### src/rtl/dpp_pkg.sv
package dpp_pkg;
  typedef enum logic [1:0] {
    PS_IDLE = 2'd0,
    PS_HIGH = 2'd1,
    PS_GAP  = 2'd2
  } pstate_e;

  function automatic int unsigned max2(input int unsigned a, input int unsigned b);
    return (a > b) ? a : b;
  endfunction
endpackage

### src/rtl/dpp_accum.sv
module dpp_accum #(
  parameter int PWR_W      = 16,
  parameter int ACC_W      = 32,
  parameter int BASE_THR   = 1048576,
  parameter int NOLOAD_MIN = 2
) (
  input  logic                    clk,
  input  logic                    rst,
  input  logic                    smp_vld,
  input  logic signed [PWR_W-1:0] smp_pwr,
  input  logic [1:0]              rate_sel,
  input  logic                    nold_en,
  output logic                    xing
);
  localparam int SW    = ACC_W + 1;
  localparam int NRATE = 4;

  logic signed [ACC_W-1:0] acc;
  logic signed [SW-1:0]    sum;
  logic signed [SW-1:0]    thr_w;
  logic [ACC_W-1:0]        thr_tab [NRATE];
  logic                    below;

  genvar g;
  generate
    for (g = 0; g < NRATE; g++) begin : g_thr
      assign thr_tab[g] = ACC_W'(BASE_THR >> g);
    end
  endgenerate

  always_comb begin
    thr_w = $signed({1'b0, thr_tab[rate_sel]});
    sum   = $signed({acc[ACC_W-1], acc}) + $signed({{(SW-PWR_W){smp_pwr[PWR_W-1]}}, smp_pwr});
    below = nold_en && (smp_pwr < $signed(PWR_W'(NOLOAD_MIN)));
  end

  always_ff @(posedge clk) begin
    if (rst) begin
      acc  <= '0;
      xing <= 1'b0;
    end else begin
      xing <= 1'b0;
      if (smp_vld) begin
        if (below) begin
          acc <= '0;
        end else if (sum >= thr_w) begin
          acc  <= ACC_W'(sum - thr_w);
          xing <= 1'b1;
        end else if (sum < 0) begin
          acc <= '0;
        end else begin
          acc <= ACC_W'(sum);
        end
      end
    end
  end

  AST_NOLOAD_ZERO: assert property (@(posedge clk) disable iff (rst)
    (smp_vld && below) |=> (acc == '0));
  AST_ACC_NONNEG: assert property (@(posedge clk) disable iff (rst)
    !acc[ACC_W-1]);
  AST_XING_NEEDS_VLD: assert property (@(posedge clk) disable iff (rst)
    xing |-> $past(smp_vld));
endmodule

### src/rtl/dpp_period.sv
module dpp_period #(
  parameter int CAP = 40,
  localparam int CW = $clog2(CAP + 1)
) (
  input  logic          clk,
  input  logic          rst,
  input  logic          xing,
  output logic [CW-1:0] per_now,
  output logic          fast
);
  logic [CW-1:0] cnt;
  logic [CW-1:0] per_q;

  always_comb begin
    per_now = xing ? cnt : per_q;
    fast    = (per_now < CW'(CAP));
  end

  always_ff @(posedge clk) begin
    if (rst) begin
      cnt   <= CW'(CAP);
      per_q <= CW'(CAP);
    end else if (xing) begin
      cnt   <= CW'(1);
      per_q <= cnt;
    end else if (cnt < CW'(CAP)) begin
      cnt <= cnt + CW'(1);
    end
  end

  AST_CNT_SAT: assert property (@(posedge clk) disable iff (rst)
    (cnt <= CW'(CAP)) && (per_q <= CW'(CAP)));
endmodule

### src/rtl/dpp_driver.sv
module dpp_driver
  import dpp_pkg::*;
#(
  parameter int WIDTH_NOM = 2750000,
  parameter int MIN_GAP   = 4,
  parameter int PEND_W    = 3,
  parameter int CAP       = 2 * WIDTH_NOM,
  localparam int CW       = $clog2(CAP + 1),
  localparam int KW       = $clog2(max2(WIDTH_NOM, MIN_GAP) + 1),
  localparam int GW       = $clog2(MIN_GAP + 1)
) (
  input  logic          clk,
  input  logic          rst,
  input  logic          xing,
  input  logic [CW-1:0] per_now,
  input  logic          fast,
  output logic          out_a,
  output logic          out_b
);
  localparam logic [PEND_W-1:0] PEND_MAX = '1;

  pstate_e           state;
  logic [KW-1:0]     cnt;
  logic [PEND_W-1:0] pend, pend_nx;
  logic              side;
  logic              can_start, start;
  logic [CW-1:0]     half;
  logic [KW-1:0]     wid;

  always_comb begin
    can_start = (state == PS_IDLE) || (state == PS_GAP && cnt == KW'(1));
    start     = can_start && (xing || pend != '0);
    half      = per_now >> 1;
    if (!fast)              wid = KW'(WIDTH_NOM);
    else if (half == '0)    wid = KW'(1);
    else                    wid = KW'(half);
    pend_nx = pend;
    if (xing && !start) begin
      if (pend != PEND_MAX) pend_nx = pend + PEND_W'(1);
    end else if (!xing && start) begin
      pend_nx = pend - PEND_W'(1);
    end
  end

  always_ff @(posedge clk) begin
    if (rst) begin
      state <= PS_IDLE;
      cnt   <= '0;
      pend  <= '0;
      side  <= 1'b0;
      out_a <= 1'b0;
      out_b <= 1'b0;
    end else begin
      pend <= pend_nx;
      if (start) begin
        state <= PS_HIGH;
        cnt   <= wid;
        out_a <= !side;
        out_b <= side;
        side  <= !side;
      end else begin
        case (state)
          PS_HIGH: begin
            if (cnt == KW'(1)) begin
              out_a <= 1'b0;
              out_b <= 1'b0;
              state <= PS_GAP;
              cnt   <= KW'(MIN_GAP);
            end else begin
              cnt <= cnt - KW'(1);
            end
          end
          PS_GAP: begin
            if (cnt == KW'(1)) state <= PS_IDLE;
            else               cnt   <= cnt - KW'(1);
          end
          default: ;
        endcase
      end
    end
  end

  // checker state
  logic [GW-1:0] low_run;
  logic          chk_last_b;
  always_ff @(posedge clk) begin
    if (rst) begin
      low_run    <= GW'(MIN_GAP);
      chk_last_b <= 1'b1;
    end else begin
      if (out_a || out_b)              low_run <= '0;
      else if (low_run < GW'(MIN_GAP)) low_run <= low_run + GW'(1);
      if (out_a && !out_b) chk_last_b <= 1'b0;
      if (out_b && !out_a) chk_last_b <= 1'b1;
    end
  end

  AST_RST_QUIET: assert property (@(posedge clk)
    rst |=> (!out_a && !out_b));
  AST_NO_OVERLAP: assert property (@(posedge clk) disable iff (rst)
    !(out_a && out_b));
  AST_ALT_A: assert property (@(posedge clk) disable iff (rst)
    $rose(out_a) |-> chk_last_b);
  AST_ALT_B: assert property (@(posedge clk) disable iff (rst)
    $rose(out_b) |-> !chk_last_b);
  AST_MIN_GAP: assert property (@(posedge clk) disable iff (rst)
    $rose(out_a || out_b) |-> (low_run >= GW'(MIN_GAP)));
endmodule

### src/rtl/dual_phase_pulser.sv
module dual_phase_pulser #(
  parameter int PWR_W      = 16,
  parameter int ACC_W      = 32,
  parameter int BASE_THR   = 1048576,
  parameter int NOLOAD_MIN = 2,
  parameter int WIDTH_NOM  = 2750000,
  parameter int MIN_GAP    = 4,
  parameter int PEND_W     = 3
) (
  input  logic                    clk,
  input  logic                    rst,
  input  logic                    smp_vld,
  input  logic signed [PWR_W-1:0] smp_pwr,
  input  logic [1:0]              rate_sel,
  input  logic                    nold_en,
  output logic                    out_a,
  output logic                    out_b
);
  localparam int CAP = 2 * WIDTH_NOM;
  localparam int CW  = $clog2(CAP + 1);

  logic          xing;
  logic [CW-1:0] per_now;
  logic          fast;

  dpp_accum #(
    .PWR_W(PWR_W), .ACC_W(ACC_W), .BASE_THR(BASE_THR), .NOLOAD_MIN(NOLOAD_MIN)
  ) u_accum (
    .clk(clk), .rst(rst), .smp_vld(smp_vld), .smp_pwr(smp_pwr),
    .rate_sel(rate_sel), .nold_en(nold_en), .xing(xing)
  );

  dpp_period #(.CAP(CAP)) u_period (
    .clk(clk), .rst(rst), .xing(xing), .per_now(per_now), .fast(fast)
  );

  dpp_driver #(
    .WIDTH_NOM(WIDTH_NOM), .MIN_GAP(MIN_GAP), .PEND_W(PEND_W), .CAP(CAP)
  ) u_driver (
    .clk(clk), .rst(rst), .xing(xing), .per_now(per_now), .fast(fast),
    .out_a(out_a), .out_b(out_b)
  );
endmodule

### config.mk
export PLATFORM = sky130hd
export DESIGN_NAME = dual_phase_pulser
export DESIGN_NICKNAME = d
export VERILOG_FILES = /design/src/rtl/dpp_pkg.sv /design/src/rtl/dpp_accum.sv /design/src/rtl/dpp_period.sv /design/src/rtl/dpp_driver.sv /design/src/rtl/dual_phase_pulser.sv
export SDC_FILE = /design/constraint.sdc
export NUM_CORES = 1
export LEC_CHECK = 0
export ABC_AREA = 1
export BUFFER_PORTS_ARGS = -buffer_cell sky130_fd_sc_hd__buf_2
export CORE_UTILIZATION = 50
export CTS_CLUSTER_DIAMETER = 100
export DETAILED_ROUTE_END_ITERATION = 6
export PLACE_DENSITY = 0.74
export SLEW_MARGIN = 20
export SYNTH_ARGS = -nofsm -noshare
export SYNTH_HDL_FRONTEND = slang
export SYNTH_SLANG_ARGS = --single-unit
### constraint.sdc
create_clock -name clk -period 4.55 [get_ports clk]
set_clock_uncertainty 0.05 [all_clocks]
set_input_delay 0.91 -clock clk [delete_from_list [all_inputs] [get_ports clk]]
set_output_delay 0.91 -clock clk [all_outputs]
set_load 0.01 [all_outputs]
==> results of run 1 <==
final cells by class:
cell class / instances / area (um^2)
well taps: 225 / 281.5
flip-flops and latches: 108 / 2162
clock inverters: 7 / 80.08
fillers: 1708 / 7722
repair buffers: 39 / 235.2
clock buffers: 9 / 225.2
inverters: 219 / 822.0
multi-input cells: 1090 / 5708
metrics by stage:
stage	setup WS, ps	power (uW)
2_1_floorplan	591.9	2707
3_3_place_gp	142.8	3099
3_5_place_dp	40.90	3130
4_1_cts	357.2	3958
5_1_grt	23.82	4281
6_report	382.3	3966
power breakdown:
part           total [uW]  switching [uW]  internal, uW
combinational        1920            1270           653
sequential           1230             135          1090
clock                 818             425           393
sequential cells by signal (all words and copies together) (netlist names):
| register | flops |
|---|---|
| u_driver.out_b | 1 |
| u_period.cnt | 23 |
| u_accum.xing | 1 |
| u_driver.side | 1 |
| u_driver.out_a | 1 |
| u_accum.acc | 32 |
| u_driver.pend | 3 |
| u_period.per_q | 22 |
| u_driver.state | 2 |
| u_driver.cnt | 22 |
Yosys cell counts (all sizes together) (2+ instances only):
library cell  number  area, um^2
and3               3       18.77
nand3             85       470.5
buf               16       86.33
o31ai              7       52.55
and2               4       25.02
a31oi              4       25.02
dfxtp            108        2162
o21bai             3       22.52
nor2             149       656.9
or2                6       40.04
o32ai              3       26.28
a211oi             2       15.01
nand4             29       181.4
inv              216       810.8
xor2              25       219.0
o21a               2       15.01
nand2            478        1912
o211ai             2       15.01
ha                42       525.5
nor4              11       75.07
a21oi             93       476.7
fa                 3       60.06
nor3              36       217.7
clkbuf            15       56.30
xnor2             17       148.9
clkinv             3       11.26
o21ai             69       349.1
nand3b             7       52.55
worst max-delay path, cell delays in order:
cell and delay (ps):
buf_2 80, ha_1 180, inv_1 70, fa_2 360, inv_1 80, nand3_1 110
nand2_4 120, nand2_1 70, nand2_1 70, nand2_1 80, nand2_2 120, a21oi_1 110
xnor2_2 170, ha_1 340, nand4_1 120, nor3_2 160, nand3_1 90, nor2_1 100
nand3_1 90, nor2_1 120, nand3_1 90, nor2_1 110, nand4_1 220, nand3b_1 180
nand3_1 110, a21oi_2 150
timing repair:
| action | in CTS | in global routing |
|---|---|---|
| setup endpoints to repair | 0 | 4 |
| setup buffers | 0 | 1 |
| resized for setup | 0 | 4 |
cells by family after synthesis:
group	Yosys count	synth area share (%)
and+or+nand+nor	810	41.58
buffers and inverters	250	10.95
AOI/OAI and AO/OA	192	12.01
DFF	108	24.53
adders and majority gates	45	6.644
xor gates and xnor gates	42	4.174
muxes	1	0.1136
worst max path at each step:
stage / cells after the start / slack [ps] / endpoint
6_report: 26 / 380 / u_accum.acc[18]$_SDFFE_PP0P_
3_5_place_dp: 27 / 40 / u_accum.acc[17]$_SDFFE_PP0P_
2_1_floorplan: 26 / 590 / u_accum.acc[17]$_SDFFE_PP0P_
3_3_place_gp: 27 / 140 / u_accum.acc[17]$_SDFFE_PP0P_
4_1_cts: 26 / 360 / u_accum.acc[18]$_SDFFE_PP0P_
5_1_grt: 27 / 20 / u_accum.acc[17]$_SDFFE_PP0P_
layer usage:
layer | share of wire [%] | GRT usage, % | up-vias
met1 | 49 | 39.47 | 4174
met5 | 0 | 0 | -
met4 | 2.0 | 8.115 | 0
met3 | 5.3 | 3.341 | 36
met2 | 43 | 41.55 | 249
li1 | - | - | 4674
==> run metrics, run 1 <==
Worst Hold Slack 408.4 ps; CP startpoint smp_pwr[0]; run status finished, final reports clean; clk root buf clkbuf_16; worst vdd ir 331.9 uV; endpoints failing setup 0; total grt overflow 0; First-pass DRT Iterations 5; IO buf count 23; period utilization 91.60%; Clock transition at path regs 80 ps; CP Max Fanout 5; unrepaired setup endpoints after global routing no; diodes inserted 0; Rows 48; share of cells above drive strength 1 11.01%; nets@finish 1534; CTS tree done; Worst Reg2Reg Path Length in Cells 25; initial antenna violation count 0; P&R area growth vs syn 7.950%; final core utilization 55.20%; via count 9133; max_slew headroom 55.65%; CP required 4790 ps; Post-CTS Hold Fix Bufs 0; Synth Warn # 0; Peak Freq 0.2399 GHz; measured slew at the worst slew-check pin 665.2 ps; Post-Route WL 23900 um; # DRC 0; CP Data Arrival Time 4410 ps; r2r startpoint u_accum.acc[0]$_SDFFE_PP0P_; Hold EP u_period.per_q[15]$_SDFF_PP1_; wire per inst 14.08 um; Inst Count DP 1680; most common cell after layout, fill and taps aside nand2_1; r2r setup slk 680 ps; flops & latches, synth 108; Core ar. 17240 um^2; chip height 134.8 um; Final Slew Violations 0; synthesized area per cell 6.087 um^2; Leakage 0.004620 uW; Worst setup SP type primary input; largest net degree at the start of global routing 41; H-tree levels 3; Die W 134.8 um; Hold Path Cell Cnt 2; clk_lat worst skew 360 ps; CTS buffer count 9; min Tclk post-route 4168 ps; vias in the first global route 7919; global-route wire length before repair 39170 um; DP HPWL 18530 um; DR vias/cell 5.382; Post-synth EDFFs 0; post-layout instance area 9514 um^2; worst reg2reg endpoint u_accum.acc[18]$_SDFFE_PP0P_; Setup crit end kind flop; post-synthesis sequential area ratio 24.53%; starting density of the core 51.13%; Final Hold Fails 0; syn nets 1515; fraction of registers with async set/reset 0%; Bufs on Longest Clock Path 2; count of cell types in the netlist 52; Worst Hold Class reg -> reg; Final ANT Viol Nets 0; overall routing resource usage 27.12%; 1st-iter DRT viols 755; P per Cell Area 416.9 nW/um^2; gpl congestion 0.9639; Post-synth top flop dfxtp_1; Clock Sinks 108; Cells after Synth 1448; total negative setup slack 0 ps; max_cap viols 0; CP Class in -> reg; Post-Syn Area 8813 um^2; final cell count without fillers 1697; Die ar. 18160 um^2; DP Area 9180 um^2; I/O pin count 24; HP Start u_period.per_q[15]$_SDFF_PP1_; most frequent cells in the layout nand2_1 (437), inv_1 (205), nor2_1 (125)
(Power assumes the default switching activity.)
==> run 2: changes to the inputs <==
--- a/config.mk
+++ b/config.mk
@@ -11,6 +11,7 @@
 export CTS_CLUSTER_DIAMETER = 100
 export DETAILED_ROUTE_END_ITERATION = 6
 export PLACE_DENSITY = 0.74
+export SETUP_SLACK_MARGIN = 0.4
 export SLEW_MARGIN = 20
 export SYNTH_ARGS = -nofsm -noshare
 export SYNTH_HDL_FRONTEND = slang
==> run metrics, run 2 (synthesized netlist as in run 1, its figures left out) <==
run status finished, final reports clean; IO buf count 23 (unchanged); # DRC 0 (unchanged); CP Data Arrival Time 4210 ps (-200 ps); period utilization 87.19% (-4.4 points); via count 9103 (-0.33%); Die W 134.8 um (unchanged); biggest regs u_accum.acc (32), u_period.cnt (23); CP Max Fanout 5 (unchanged); HP Start u_period.per_q[15]$_SDFF_PP1_; nets@finish 1545 (+0.72%); Post-CTS Hold Fix Bufs 0 (unchanged); initial antenna violation count 0 (unchanged); Peak Freq 0.2521 GHz (+5.1%); DR vias/cell 5.330 (-0.97%); max_slew headroom 55.61% (about the same); Rows 48 (unchanged); starting density of the core 51.13% (unchanged); clk_lat worst skew 360 ps (about the same); clk root buf clkbuf_16; Internal Power 2167 uW (+1.3%); switch share 45.96% (-0.11 points); Setup crit end kind flop; Worst Reg2Reg Path Length in Cells 25 (unchanged); First-pass DRT Iterations 5 (unchanged); endpoints failing setup 0 (unchanged); P_sw 1843 uW (+0.86%); total negative setup slack 0 ps (unchanged); Clock Sinks 108 (unchanged); Worst setup SP type primary input; Comb pwr share 49.0% (+0.6 points); CTS tree done; Clock transition at path regs 80 ps (about the same); Die ar. 18160 um^2 (unchanged); Leakage 0.004660 uW (+0.87%); most frequent cells in the layout nand2_1 (430), inv_1 (203), nor2_1 (124); Final ANT Viol Nets 0 (unchanged); r2r startpoint u_accum.acc[0]$_SDFFE_PP0P_; fill count 1670 (-2.2%); P per Cell Area 408.8 nW/um^2 (-1.9%); vias in the first global route 7906 (-0.16%); overall routing resource usage 27.12% (about the same); Post-Route WL 24270 um (+1.6%); Hold EP u_period.per_q[15]$_SDFF_PP1_; unrepaired setup endpoints after global routing yes; Final Hold Fails 0 (unchanged); part of the power in the clock network 20.3% (-0.3 points); Sequential Area 2162 um^2 (unchanged); CP startpoint smp_pwr[0]; Bufs on Longest Clock Path 2 (unchanged); final core utilization 56.91% (+1.7 points); worst reg2reg endpoint u_accum.acc[18]$_SDFFE_PP0P_; CP Class in -> reg; Core ar. 17240 um^2 (unchanged); Reg power frac 30.7% (-0.3 points); diodes inserted 0 (unchanged); Final Slew Violations 0 (unchanged); P&R area growth vs syn 11.30%; max reg flops 32 (unchanged); total grt overflow 0 (unchanged); Hold Path Cell Cnt 2 (unchanged); global-route wire length before repair 39180 um (about the same); worst vdd ir 332.0 uV (about the same); 1st-iter DRT viols 801 (+6.1%); I/O pin count 24 (unchanged); Most flops, register u_accum.acc; chip height 134.8 um (unchanged); H-tree levels 3 (unchanged); most common cell after layout, fill and taps aside nand2_1; CTS buffer count 9 (unchanged); min Tclk post-route 3967 ps (-200.7 ps); CP required 4790 ps (about the same); share of cells above drive strength 1 13.89% (+2.9 points); area occupied by multi-input gates 5912 um^2 (+3.6%); measured slew at the worst slew-check pin 665.7 ps (+0.5165 ps); largest net degree at the start of global routing 41 (unchanged); Worst Hold Class reg -> reg; DP HPWL 18530 um (unchanged); wire per inst 14.21 um (+0.91%); max_cap viols 0 (unchanged); r2r setup slk 790 ps (+110 ps); gpl congestion 0.9639 (unchanged)
-- run 2: power by group through the flow --
stage | Clock (uW) | Combinational, uW | Sequential, uW
after CTS | 835 | 1900 | 1230
final | 815 | 1960 | 1230
after floorplan | 0 | 1490 | 1220
after detailed placement | 0 | 1880 | 1250
after global placement | 0 | 1860 | 1240
after global routing | 867 | 2200 | 1250
-- run 2: critical path: stages --
cell and delay [ps]:
buf_6 70, ha_4 120, inv_2 40, fa_2 410, inv_2 80, nand3_2 90
nand2_4 100, nand2_2 60, nand2_2 70, nand2_2 70, nand2_4 90, a21oi_4 70
xnor2_2 160, ha_1 320, nand4_1 100, nor3_2 190, nand3_1 90, nor2_1 120
nand3_1 80, nor2_1 100, nand3_1 90, nor2_1 120, nand4_1 210, nand3b_1 170
nand3_1 110, a21oi_2 150
-- run 2: final cells by class --
type	instances	share of cell area, %
Clock buffer	9	2.296
Clock inverter	7	0.8163
Inverter	219	8.380
Multi-Input combinational cell	1090	60.27
Sequential cell	108	22.04
Tap cell	225	2.870
Timing Repair Buffer	50	3.329
-- run 2: how the worst max path moves through the flow --
stage	endpoint	slack (ps)	cells after the start
after floorplan	u_accum.acc[17]$_SDFFE_PP0P_	590	26
after global placement	u_accum.acc[17]$_SDFFE_PP0P_	140	27
after detailed placement	u_accum.acc[17]$_SDFFE_PP0P_	40	27
after CTS	u_accum.acc[18]$_SDFFE_PP0P_	440	26
after global routing	u_accum.acc[17]$_SDFFE_PP0P_	280	27
final	u_accum.acc[18]$_SDFFE_PP0P_	580	26
-- run 2: routing by layer --
metal | share of wire [%] | wire length, um | track usage [%] | up-vias
li1 | - | - | - | 4690
met1 | 49 | 11870 | 39.57 | 4160
met4 | 2.0 | 474 | 8.052 | 0
met5 | 0 | 0 | 0 | -
met3 | 5.2 | 1262 | 3.303 | 33
met2 | 44 | 10660 | 41.47 | 220
-- run 2: timing repair --
| action | CTS | global route |
|---|---|---|
| setup endpoints to repair | 3 | 16 |
| gates resized for setup | 2 | 46 |
| pin swaps | 1 | 21 |
| buffers inserted | 0 | 12 |
-- run 2: through the flow --
stage	hold slack, ps	setup WS (ps)	instance area [um^2]	std cells	total power (uW)
2_1_floorplan	374.3	591.9	8813	1448	2707
3_3_place_gp	382.8	142.8	9180	1680	3099
3_5_place_dp	389.5	40.90	9180	1680	3130
4_1_cts	411.0	444.4	9495	1696	3960
5_1_grt	430.5	278.4	9809	1708	4322
6_report	407.8	583.0	9809	1708	4010
